$ cat src/rtl/dma_enable_pkg.sv
package dma_enable_pkg;
  localparam int DATA_W     = 16;
  localparam int BIT_MODE   = 15;
  localparam int BIT_BUSY   = 14;
  localparam int BIT_ZERO   = 13;
  localparam int BIT_PRIO   = 10;
  localparam int BIT_MASTER = 9;
  localparam int BIT_XFER   = 6;
  localparam int NUM_CHAN   = BIT_MASTER;
  localparam int CTL_W      = BIT_PRIO + 1;

  typedef struct packed {
    logic wrSet;
    logic wrClr;
    logic rdSel;
  } strobe_t;
endpackage

$ cat src/rtl/dma_enable_decode.sv
module dma_enable_decode
  import dma_enable_pkg::*;
#(
  parameter int ADDR_W = 9,
  parameter logic [ADDR_W-1:0] WR_ADDR = 9'h040,
  parameter logic [ADDR_W-1:0] RD_ADDR = 9'h042
) (
  input  logic              busWr,
  input  logic              busRd,
  input  logic [ADDR_W-1:0] busAddr,
  input  logic              modeBit,
  output strobe_t           strb
);
  logic wrHit;
  logic rdHit;

  always_comb begin
    wrHit      = busWr && (busAddr == WR_ADDR);
    rdHit      = busRd && (busAddr == RD_ADDR);
    strb.wrSet = wrHit && modeBit;
    strb.wrClr = wrHit && !modeBit;
    strb.rdSel = rdHit;
  end
endmodule

$ cat src/rtl/dma_enable_core.sv
module dma_enable_core
  import dma_enable_pkg::*;
(
  input  logic              clk,
  input  logic              rst,
  input  strobe_t           strb,
  input  logic [CTL_W-1:0]  wrMask,
  input  logic              xferBusy,
  input  logic              xferZero,
  output logic [CTL_W-1:0]  ctlQ,
  output logic [DATA_W-1:0] rdData,
  output logic [NUM_CHAN-1:0] chanOn,
  output logic              masterOn,
  output logic              stealInhibit
);
  genvar i;

  generate
    for (i = 0; i < CTL_W; i++) begin : g_bit
      always_ff @(posedge clk) begin
        if (rst)
          ctlQ[i] <= 1'b0;
        else if (strb.wrSet && wrMask[i])
          ctlQ[i] <= 1'b1;
        else if (strb.wrClr && wrMask[i])
          ctlQ[i] <= 1'b0;
      end
    end

    for (i = 0; i < NUM_CHAN; i++) begin : g_gate
      assign chanOn[i] = ctlQ[i] & ctlQ[BIT_MASTER];
    end
  endgenerate

  assign masterOn     = ctlQ[BIT_MASTER];
  assign stealInhibit = ctlQ[BIT_PRIO] & chanOn[BIT_XFER] & xferBusy;

  always_comb begin
    rdData = '0;
    if (strb.rdSel) begin
      rdData[CTL_W-1:0] = ctlQ;
      rdData[BIT_BUSY]  = xferBusy;
      rdData[BIT_ZERO]  = xferZero;
    end
  end
endmodule

$ cat src/rtl/dma_enable_ctl.sv
module dma_enable_ctl
  import dma_enable_pkg::*;
#(
  parameter int ADDR_W = 9,
  parameter logic [ADDR_W-1:0] WR_ADDR = 9'h040,
  parameter logic [ADDR_W-1:0] RD_ADDR = 9'h042
) (
  input  logic              clk,
  input  logic              rst,
  input  logic [ADDR_W-1:0] busAddr,
  input  logic              busWr,
  input  logic [15:0]       busWrData,
  input  logic              busRd,
  output logic [15:0]       busRdData,
  input  logic              xferBusy,
  input  logic              xferZero,
  output logic [8:0]        chanOn,
  output logic              masterOn,
  output logic              stealInhibit
);
  strobe_t          strb;
  logic [CTL_W-1:0] ctlQ;
  logic             unusedHi;

  assign unusedHi = ^busWrData[BIT_MODE-1:CTL_W];

  dma_enable_decode #(
    .ADDR_W (ADDR_W),
    .WR_ADDR(WR_ADDR),
    .RD_ADDR(RD_ADDR)
  ) u_dec (
    .busWr  (busWr),
    .busRd  (busRd),
    .busAddr(busAddr),
    .modeBit(busWrData[BIT_MODE]),
    .strb   (strb)
  );

  dma_enable_core u_core (
    .clk         (clk),
    .rst         (rst),
    .strb        (strb),
    .wrMask      (busWrData[CTL_W-1:0]),
    .xferBusy    (xferBusy),
    .xferZero    (xferZero),
    .ctlQ        (ctlQ),
    .rdData      (busRdData),
    .chanOn      (chanOn),
    .masterOn    (masterOn),
    .stealInhibit(stealInhibit)
  );
endmodule

$ cat config.mk
export PLATFORM = sky130hd
export DESIGN_NAME = dma_enable_ctl
export DESIGN_NICKNAME = d
export VERILOG_FILES = /design/src/rtl/dma_enable_pkg.sv /design/src/rtl/dma_enable_decode.sv /design/src/rtl/dma_enable_core.sv /design/src/rtl/dma_enable_ctl.sv
export SDC_FILE = /design/constraint.sdc
export NUM_CORES = 1
export LEC_CHECK = 0
export ABC_AREA = 1
export BUFFER_PORTS_ARGS = -buffer_cell sky130_fd_sc_hd__buf_2
export CORE_MARGIN = 4
export CORE_UTILIZATION = 35
export CTS_BUF_LIST = sky130_fd_sc_hd__clkbuf_16
export DETAILED_ROUTE_END_ITERATION = 10
export GPL_ROUTABILITY_DRIVEN = 0
export PLACE_DENSITY = 0.74
export SLEW_MARGIN = 20
export SYNTH_ARGS = -nofsm -noshare
export SYNTH_HDL_FRONTEND = slang
export SYNTH_SLANG_ARGS = --single-unit
$ cat constraint.sdc
create_clock -name clk -period 1 [get_ports clk]
set_input_delay 0.2 -clock clk [delete_from_list [all_inputs] [get_ports clk]]
set_output_delay 0.2 -clock clk [all_outputs]
set_load 0.02 [all_outputs]
==> results of run 1 <==
cells in the mapped netlist (all sizes together):
| library cell | number | share of area |
|---|---|---|
| conb | 1 | 0.0049 |
| nor2 | 19 | 0.12 |
| nand3 | 12 | 0.085 |
| inv | 24 | 0.12 |
| nor3 | 1 | 0.0065 |
| buf | 9 | 0.093 |
| nand4 | 11 | 0.089 |
| dfxtp | 11 | 0.29 |
| a21oi | 11 | 0.072 |
| clkbuf | 2 | 0.0098 |
| nand2 | 22 | 0.11 |
layer usage:
metal,vias to the layer above,global-route usage,routed length (um),share of wire
met5,-,0,0,0
met4,0,0.0688,19,0.0073
met3,2,0.0349,171,0.066
met2,42,0.356,1440,0.55
met1,443,0.200,970,0.37
li1,485,-,-,-
power breakdown:
| group | switching, mW | internal (mW) | leakage, nW | total (mW) |
|---|---|---|---|---|
| sequential | 0.000177 | 0.438 | 0.0904 | 0.438 |
| clock | 0.194 | 0.525 | 0.0423 | 0.718 |
| combinational | 0.0847 | 0.0597 | 0.559 | 0.144 |
| total | 0.279 | 1.02 | 0.692 | 1.30 |
metrics by stage:
step	worst slack [ns]	area, sq um	hold WS [ns]	total power [mW]
after detailed placement	-0.333	1150	0.469	0.578
after global routing	-0.352	1500	0.267	1.35
after global placement	-0.299	1150	0.450	0.574
after floorplan	-0.125	897	0.269	0.512
after CTS	-0.276	1440	0.249	1.31
final	-0.302	1500	0.258	1.30
worst paths after layout:
path                     end  depth (start not counted)  slack [ns]
max             busRdData[7]                          8       -0.30
min          u_core.ctlQ[10]                          3        0.26
max reg2reg  u_core.masterOn                          4        0.12
min reg2reg  u_core.ctlQ[10]                          2        0.48
state kept, by name (all words and copies together) (netlist names):
name,count
u_core.ctlQ,10
u_core.masterOn,1
cells by family (layout without fill, tap and decap cells):
group,count (synthesis),count (layout)
AND/OR/NAND/NOR,65,65
buffers and inverters,35,86
AO/OA/AOI/OAI,11,11
flip-flops,11,11
other,1,3
tightest hold or removal path, delay by kind of cell:
family,cells,cell delay (ns)
AO/OA/AOI/OAI,1,0.06
buffers and inverters,1,0.11
AND/OR/NAND/NOR,1,0.08
layout make-up:
type	instances	area [sq um]
Inverter	24	90.1
Multi-Input combinational cell	79	564
Clock inverter	1	3.75
Tap cell	27	33.8
Fill cell	150	522
Clock buffer	3	75.1
Timing Repair Buffer	58	507
Sequential cell	11	226
repair_timing:
item / 4_1_cts / 5_1_grt
setup buffers: 0 / 2
cloned: 0 / 0
gates resized for setup: 72 / 16
hold buffers: 0 / 0
pin swaps: 2 / 1
endpoints found under the setup margin: 24 / 35
==> summary.txt, run 1 <==
Cell Rows: 16
Final wirelength: 2.60 mm
Delay-heaviest family, CP: simple AND/OR/NAND/NOR gates
CP Launch Point: busAddr[8]
Seq/Total Area, Yosys: 0.286
Req. time, crit path: 0.80 ns
Buffers on Ports: 50
CP arrival: 1.10 ns
Worst Hold Class: primary input to register
CP Capture Type: output pin
Vias per Instance: 4.79
Critical path buffers and inverters: 3
RSZ-0062 raised after global routing: yes
Antenna fix cells: 0
CTS tree: done
Worst path slowest cell: buf_12
DRC: 0
# Max-Cap Violations: 0
Post-synthesis compound-gate area fraction: 0.0715
Period utilization: 1.30
Layout Cells excl Fill: 203
HP Start: busWrData[10]
Failing checks: negative setup slack
Synth unique cells: 17
Die area: 3010 sq um
Crit-path max cell delay: 0.17 ns
Crit path kind: primary input to output pin
Number of H-tree levels: 1
Largest net degree at the start of global routing: 23
Fin util: 0.742
Layout area overhead: 95.0%
CTS Buf Count: 3
Status: finished, violations left
Global-route wire length before repair: 4.08 mm
Simple-gate area share of the yosys netlist: 0.418
Synthesis Warnings: 0
Reg2reg start: u_core.masterOn
Crit-path max FO: 10
Core area: 2020 sq um
Final Skew: 0 ns
Flops & latches, synth: 11
Crit path cell chain: buf_6 -> nor2_4 -> nand2_4 -> nor2_8 -> nand3_4 -> buf_12 -> nor2_4 -> buf_6
Fmax: 768 MHz
Initial antenna violation count: 0
Fin crit period: 1.30 ns
Initial core utilization: 0.381
Commonest non-fill, non-tap cell in the layout: buf_6
CP startpoint kind: primary input
Power Density: 867 nW/um^2
Final WS setup: -0.302 ns
Leading cell types in the layout, fill and taps excluded: buf_6, buf_2, nor2_4, inv_1
Vias in the first global route: 910
Clk Latency, worst-skew pair: 0.23 ns
Adder-cell share of the synthesized area: 0
CTS sink cnt: 11
Mapped Avg Cell Area: 6.26 sq um
Cell Area, Synth: 769 sq um
Final setup violation count: 25
DR WL/cell: 12.8 um
TritonRoute pass-1 iters: 4
Layout cells sized above 1: 0.597
CTS max path bufs: 2
Initial DRC Count: 17
Aggregate negative setup slack: -5.29 ns
Post-detail-place hpwl: 1.81 mm
I/O pins: 58
Maximum VDD drop: 0.732 mV
CTS Root Cell: clkbuf_16
Die width: 54.9 um
Final hold vios: 0
NumNets Final: 208
Tot GR Track Use: 0.187
Leakage: 0.692 nW
ANT nets after route: 0
DIE HEIGHT: 54.9 um
Synthesized instance count: 123
Post-Synth XOR/XNOR Area: 0
Total grt overflow: 0
Mux cell area share after synthesis: 0
Combinational family with the most area after synthesis: simple AND/OR/NAND/NOR gates
Via count: 972
Placed cell count: 198
Max-slew violations: 0
Clock slew at reported path FFs: 0.04 ns
Note: power is estimated with default switching activity, not from simulation.
==> inputs of run 2 (changes only) <==
--- a/config.mk
+++ b/config.mk
@@ -8,12 +8,13 @@
 export ABC_AREA = 1
 export BUFFER_PORTS_ARGS = -buffer_cell sky130_fd_sc_hd__buf_2
 export CORE_MARGIN = 4
-export CORE_UTILIZATION = 35
+export CORE_UTILIZATION = 36
 export CTS_BUF_LIST = sky130_fd_sc_hd__clkbuf_16
 export DETAILED_ROUTE_END_ITERATION = 10
 export GPL_ROUTABILITY_DRIVEN = 0
-export PLACE_DENSITY = 0.74
+export PLACE_DENSITY = 0.76
 export SLEW_MARGIN = 20
 export SYNTH_ARGS = -nofsm -noshare
 export SYNTH_HDL_FRONTEND = slang
+export SYNTH_HIERARCHICAL = 1
 export SYNTH_SLANG_ARGS = --single-unit
==> summary.txt, run 2 <==
Status: finished, violations left
Failing checks: negative setup slack
DR WL/cell: 12.8 um (-0.44%)
RR Endpoint: u_core/masterOn
Antenna fix cells: 0 (unchanged)
I/O pins: 58 (unchanged)
Total grt overflow: 0 (unchanged)
Final setup violation count: 35 (+40%)
WHS Path Cells: 3 (unchanged)
CTS Buf Count: 3 (unchanged)
Layout cells sized above 1: 0.779 (+0.183)
DRC: 0 (unchanged)
Most flop-heavy register: u_core/ctlQ
Final wirelength: 2.83 mm (+8.9%)
Worst Hold Class: primary input to register
RSZ-0062 raised after global routing: yes
Clk Latency, worst-skew pair: 0.24 ns (about the same)
Period utilization: 1.30 (+0.00152)
Max-slew violations: 0 (unchanged)
R2R cell count: 4 (unchanged)
Commonest non-fill, non-tap cell in the layout: buf_6
Cell Area, Synth: 782 sq um (+1.6%)
CTS tree: done
Crit path cell chain: buf_6 -> inv_2 -> nand2_2 -> nor2_4 -> nand2_2 -> nor2_4 -> buf_6 -> nand2_2 -> inv_2 -> buf_6
CTS max path bufs: 2 (unchanged)
Crit path kind: primary input to output pin
CP Capture Type: output pin
Die width: 54.6 um (-0.52%)
Via count: 1030 (+6.0%)
Fin crit period: 1.30 ns (+0.00152 ns)
Core area: 2020 sq um (unchanged)
Hold_buf cts: 0 (unchanged)
Leakage: 0.933 nW (+35%)
NumNets Final: 227 (+9.1%)
Cell Rows: 16 (unchanged)
Final hold vios: 0 (unchanged)
Crit-path max FO: 6 (-4)
Tot Pwr: 1.31 mW (+0.67%)
Power Density: 797 nW/um^2 (-8.1%)
Largest net degree at the start of global routing: 12 (-48%)
Mapped Avg Cell Area: 5.88 sq um (-6.0%)
Vias per Instance: 4.64 (-3.1%)
Maximum VDD drop: 0.850 mV (+16%)
Reg2reg start: u_core/masterOn
CP arrival: 1.10 ns (about the same)
Fmax: 767 MHz (-0.12%)
DIE HEIGHT: 54.6 um (-0.52%)
Max FFs per register: 10 (unchanged)
Fillers: 118 (-21%)
Synthesized instance count: 133 (+8.1%)
Synthesis Warnings: 6 (+6)
Leading cell types in the layout, fill and taps excluded: buf_6, inv_2, nand2_1, nand2_2, buf_2
CP startpoint kind: primary input
Initial antenna violation count: 0 (unchanged)
Final WS setup: -0.303 ns (-0.00152 ns)
Req. time, crit path: 0.80 ns (about the same)
CTS sink cnt: 11 (unchanged)
Tot GR Track Use: 0.197 (+0.0108)
Layout area overhead: 110%
HP Start: busWrData[1]
Initial DRC Count: 26 (+9)
Global-route wire length before repair: 4.22 mm (+3.4%)
Final Skew: 0 ns (unchanged)
CTS Root Cell: clkbuf_16
Buffers on Ports: 50 (unchanged)
TritonRoute pass-1 iters: 5 (+1)
Number of H-tree levels: 1 (unchanged)
Fin util: 0.813 (+0.0705)
Clock slew at reported path FFs: 0.04 ns (about the same)
Die area: 2980 sq um (-1.0%)
Initial core utilization: 0.387 (+0.00619)
Worst path slowest cell: buf_6
Flop-to-flop setup slack: 0.17 ns (+0.05 ns)
Hold endpoint: u_core/ctlQ[1]
ANT nets after route: 0 (unchanged)
Crit-path max cell delay: 0.17 ns (about the same)
Post-detail-place hpwl: 1.66 mm (-8.5%)
Vias in the first global route: 1003 (+10%)
# Max-Cap Violations: 0 (unchanged)
## run 2: layout make-up
type | count | area (sq um) | share of cell area
sequential | 11 | 226 | 0.138
clock buffer | 3 | 75.1 | 0.0457
inverter | 31 | 126 | 0.0769
clock inverter | 1 | 3.75 | 0.00228
tap | 27 | 33.8 | 0.0206
multi-input combinational | 84 | 563 | 0.343
timing repair buffer | 65 | 614 | 0.374
## run 2: report_power, final
| group | leakage (nW) | switching [mW] | internal (mW) |
|---|---|---|---|
| logic | 0.800 | 0.0792 | 0.0769 |
| registers | 0.0904 | 0.000230 | 0.438 |
| clock network | 0.0423 | 0.191 | 0.524 |
## run 2: through the flow
step	TNS [ns]	setup slack [ns]	area [sq um]	instances	hold slack [ns]
floorplan	-0.836	-0.0855	822	135	0.269
global placement	-7.24	-0.332	1080	210	0.456
detailed placement	-7.86	-0.355	1080	210	0.470
CTS	-6.77	-0.309	1530	221	0.229
global route	-9.06	-0.345	1640	222	0.231
finish	-7.48	-0.303	1640	222	0.235
## run 2: worst max-delay path by stage
| stage | start | end | depth (start not counted) |
|---|---|---|---|
| floorplan | busAddr[8] | busRdData[9] | 9 |
| global placement | busAddr[8] | busRdData[10] | 10 |
| detailed placement | busAddr[8] | busRdData[13] | 10 |
| CTS | busAddr[0] | busRdData[10] | 10 |
| global route | busAddr[4] | busRdData[1] | 10 |
| finish | busAddr[4] | busRdData[1] | 10 |
## run 2: what timing repair did
item                                    in CTS  in global routing
endpoints found under the setup margin      35                 35
gates cloned                                 2                  0
pin swaps                                   19                  9
buffers inserted                            10                  1
gates resized for setup                    112                 27
## run 2: routing by layer
layer  GRT usage  share of wire  vias up
met3      0.0300          0.057        4
met5           0              0        -
met2       0.384           0.54       50
met1       0.207           0.39      482
li1            -              -      494
met4      0.0747          0.015        0
## run 2: critical path: cells and delay by family
family | cells | cell delay [ns]
buffers and inverters | 5 | 0.47
AND/OR/NAND/NOR | 5 | 0.43
==> inputs of run 3 (changes only) <==
--- a/config.mk
+++ b/config.mk
@@ -7,12 +7,14 @@
 export LEC_CHECK = 0
 export ABC_AREA = 1
 export BUFFER_PORTS_ARGS = -buffer_cell sky130_fd_sc_hd__buf_2
+export CELL_PAD_IN_SITES_DETAIL_PLACEMENT = 0
+export CELL_PAD_IN_SITES_GLOBAL_PLACEMENT = 1
 export CORE_MARGIN = 4
-export CORE_UTILIZATION = 36
+export CORE_UTILIZATION = 22
 export CTS_BUF_LIST = sky130_fd_sc_hd__clkbuf_16
 export DETAILED_ROUTE_END_ITERATION = 10
 export GPL_ROUTABILITY_DRIVEN = 0
-export PLACE_DENSITY = 0.76
+export PLACE_DENSITY_LB_ADDON = 0.1
 export SLEW_MARGIN = 20
 export SYNTH_ARGS = -nofsm -noshare
 export SYNTH_HDL_FRONTEND = slang
==> summary.txt, run 3 (same netlist as run 2, synthesis figures left out) <==
Final wirelength: 2.41 mm (-15%)
Post-detail-place hpwl: 1.75 mm (+5.5%)
Tot GR Track Use: 0.117 (-0.0803)
Core area: 3390 sq um (+68%)
Crit path kind: register to output pin
Fillers: 358 (+200%)
Fin crit period: 1.26 ns (-0.0425 ns)
Via count: 962 (-6.6%)
Sequential group share of total power: 0.338 (+0.003)
Final hold vios: 0 (unchanged)
Vias per Instance: 4.04 (-13%)
ANT nets after route: 0 (unchanged)
Final setup violation count: 35 (unchanged)
# Max-Cap Violations: 0 (unchanged)
CTS Buf Count: 3 (unchanged)
Crit-path max FO: 6 (unchanged)
Flop-to-flop setup slack: 0.05 ns (-0.12 ns)
Crit-path max cell delay: 0.35 ns (+0.18 ns)
Die width: 67.6 um (+24%)
Req. time, crit path: 0.80 ns (about the same)
Number of H-tree levels: 1 (unchanged)
NumNets Final: 224 (-1.3%)
DR WL/cell: 10.1 um (-21%)
Design internal power: 1.03 mW (-1.1%)
TritonRoute pass-1 iters: 4 (-1)
Initial antenna violation count: 0 (unchanged)
Total grt overflow: 0 (unchanged)
Clock power share: 0.557 (+0.011)
Layout cells sized above 1: 0.724 (-0.0555)
I/O pins: 58 (unchanged)
Maximum VDD drop: 0.866 mV (+1.9%)
Period utilization: 1.26 (-0.0425)
Worst Hold Class: primary input to register
Clock slew at reported path FFs: 0.04 ns (about the same)
DRC: 0 (unchanged)
RSZ-0062 raised after global routing: yes
Clk Latency, worst-skew pair: 0.24 ns (about the same)
Largest net degree at the start of global routing: 12 (unchanged)
CTS Root Cell: clkbuf_16
Storage element area: 224 sq um (-1.1%)
Sw Share: 0.206 (-0.000725)
Power Density: 825 nW/um^2 (+3.5%)
CP Capture Type: output pin
CP startpoint kind: register
Crit path cell chain: buf_8 -> buf_4 -> nand2_2 -> inv_2 -> buf_6
Tot Pwr: 1.29 mW (-1.2%)
Most flop-heavy register: u_core/ctlQ
Cell Rows: 21 (+5)
Status: finished, violations left
WHS Path Cells: 3 (unchanged)
Fmax: 793 MHz (+3.4%)
Global-route wire length before repair: 4.04 mm (-4.2%)
Buffers on Ports: 50 (unchanged)
Final Skew: 0 ns (unchanged)
Leading cell types in the layout, fill and taps excluded: buf_6, nand2_1, inv_2, buf_2, nand2_2
Area occupied by multi-input gates: 520 sq um (-7.6%)
Die area: 4570 sq um (+53%)
CTS tree: done
DIE HEIGHT: 67.6 um (+24%)
Leakage: 0.877 nW (-5.9%)
Max-slew violations: 0 (unchanged)
Failing checks: negative setup slack
Layout area overhead: 101%
Final WS setup: -0.261 ns (+0.0425 ns)
Worst path slowest cell: dfxtp_4
CTS sink cnt: 11 (unchanged)
CP arrival: 1.06 ns (-0.04 ns)
Net load switching power: 0.266 mW (-1.5%)
Max FFs per register: 10 (unchanged)
Hold_buf cts: 0 (unchanged)
R2R cell count: 5 (+1)
Comb pwr share: 0.105 (-0.014)
Pre-CTS WS: -0.373 ns (-0.0177 ns)
Initial DRC Count: 14 (-46%)
Antenna fix cells: 0 (unchanged)
CTS max path bufs: 2 (unchanged)
Initial core utilization: 0.231 (-0.156)
Vias in the first global route: 953 (-5.0%)
run 3: per-layer routing:
metal	vias to the layer above	routed length (um)	GRT usage
met3	4	233	0.0449
li1	490	-	-
met4	0	32	0.0380
met2	37	1220	0.209
met1	431	916	0.125
met5	-	0	0
run 3: area by class of cell:
class                      instances  area share
sequential                        11       0.143
clock inverter                     1     0.00239
timing repair buffer              62       0.358
clock buffer                       3      0.0478
multi-input combinational         84       0.332
inverter                          31      0.0805
tap                               46      0.0367
run 3: repair_timing:
item,in CTS,in global routing
pin swaps,13,8
setup endpoints to repair,25,35
buffers inserted,3,2
resized for setup,95,20
run 3: through the flow:
step                      instances  TNS [ns]  hold slack [ns]  instance area (sq um)   util
after floorplan                 135    -0.836            0.269                    822      -
after global placement          229     -6.99            0.458                   1110  0.326
after detailed placement        229     -7.21            0.473                   1110  0.326
after CTS                       236     -5.32            0.227                   1470  0.433
after global routing            238     -7.36            0.237                   1570  0.463
final                           238     -4.74            0.225                   1570  0.463
run 3: final timing paths:
kind                    from               to
max          u_core/masterOn     busRdData[9]
min             busWrData[1]   u_core/ctlQ[1]
max reg2reg  u_core/masterOn  u_core/masterOn
min reg2reg  u_core/ctlQ[10]  u_core/ctlQ[10]
run 3: critical path: cells and delay by family (launching register included):
family                 cells  cell delay [ns]
buffers and inverters      4             0.42
DFF                        1             0.35
and+or+nand+nor            1             0.06
run 3: power groups by stage:
stage / clock (mW) / sequential [mW] / combinational (mW)
global placement: 0 / 0.448 / 0.105
finish: 0.720 / 0.438 / 0.136
global route: 0.766 / 0.437 / 0.149
CTS: 0.728 / 0.438 / 0.122
floorplan: 0 / 0.448 / 0.0489
detailed placement: 0 / 0.448 / 0.105
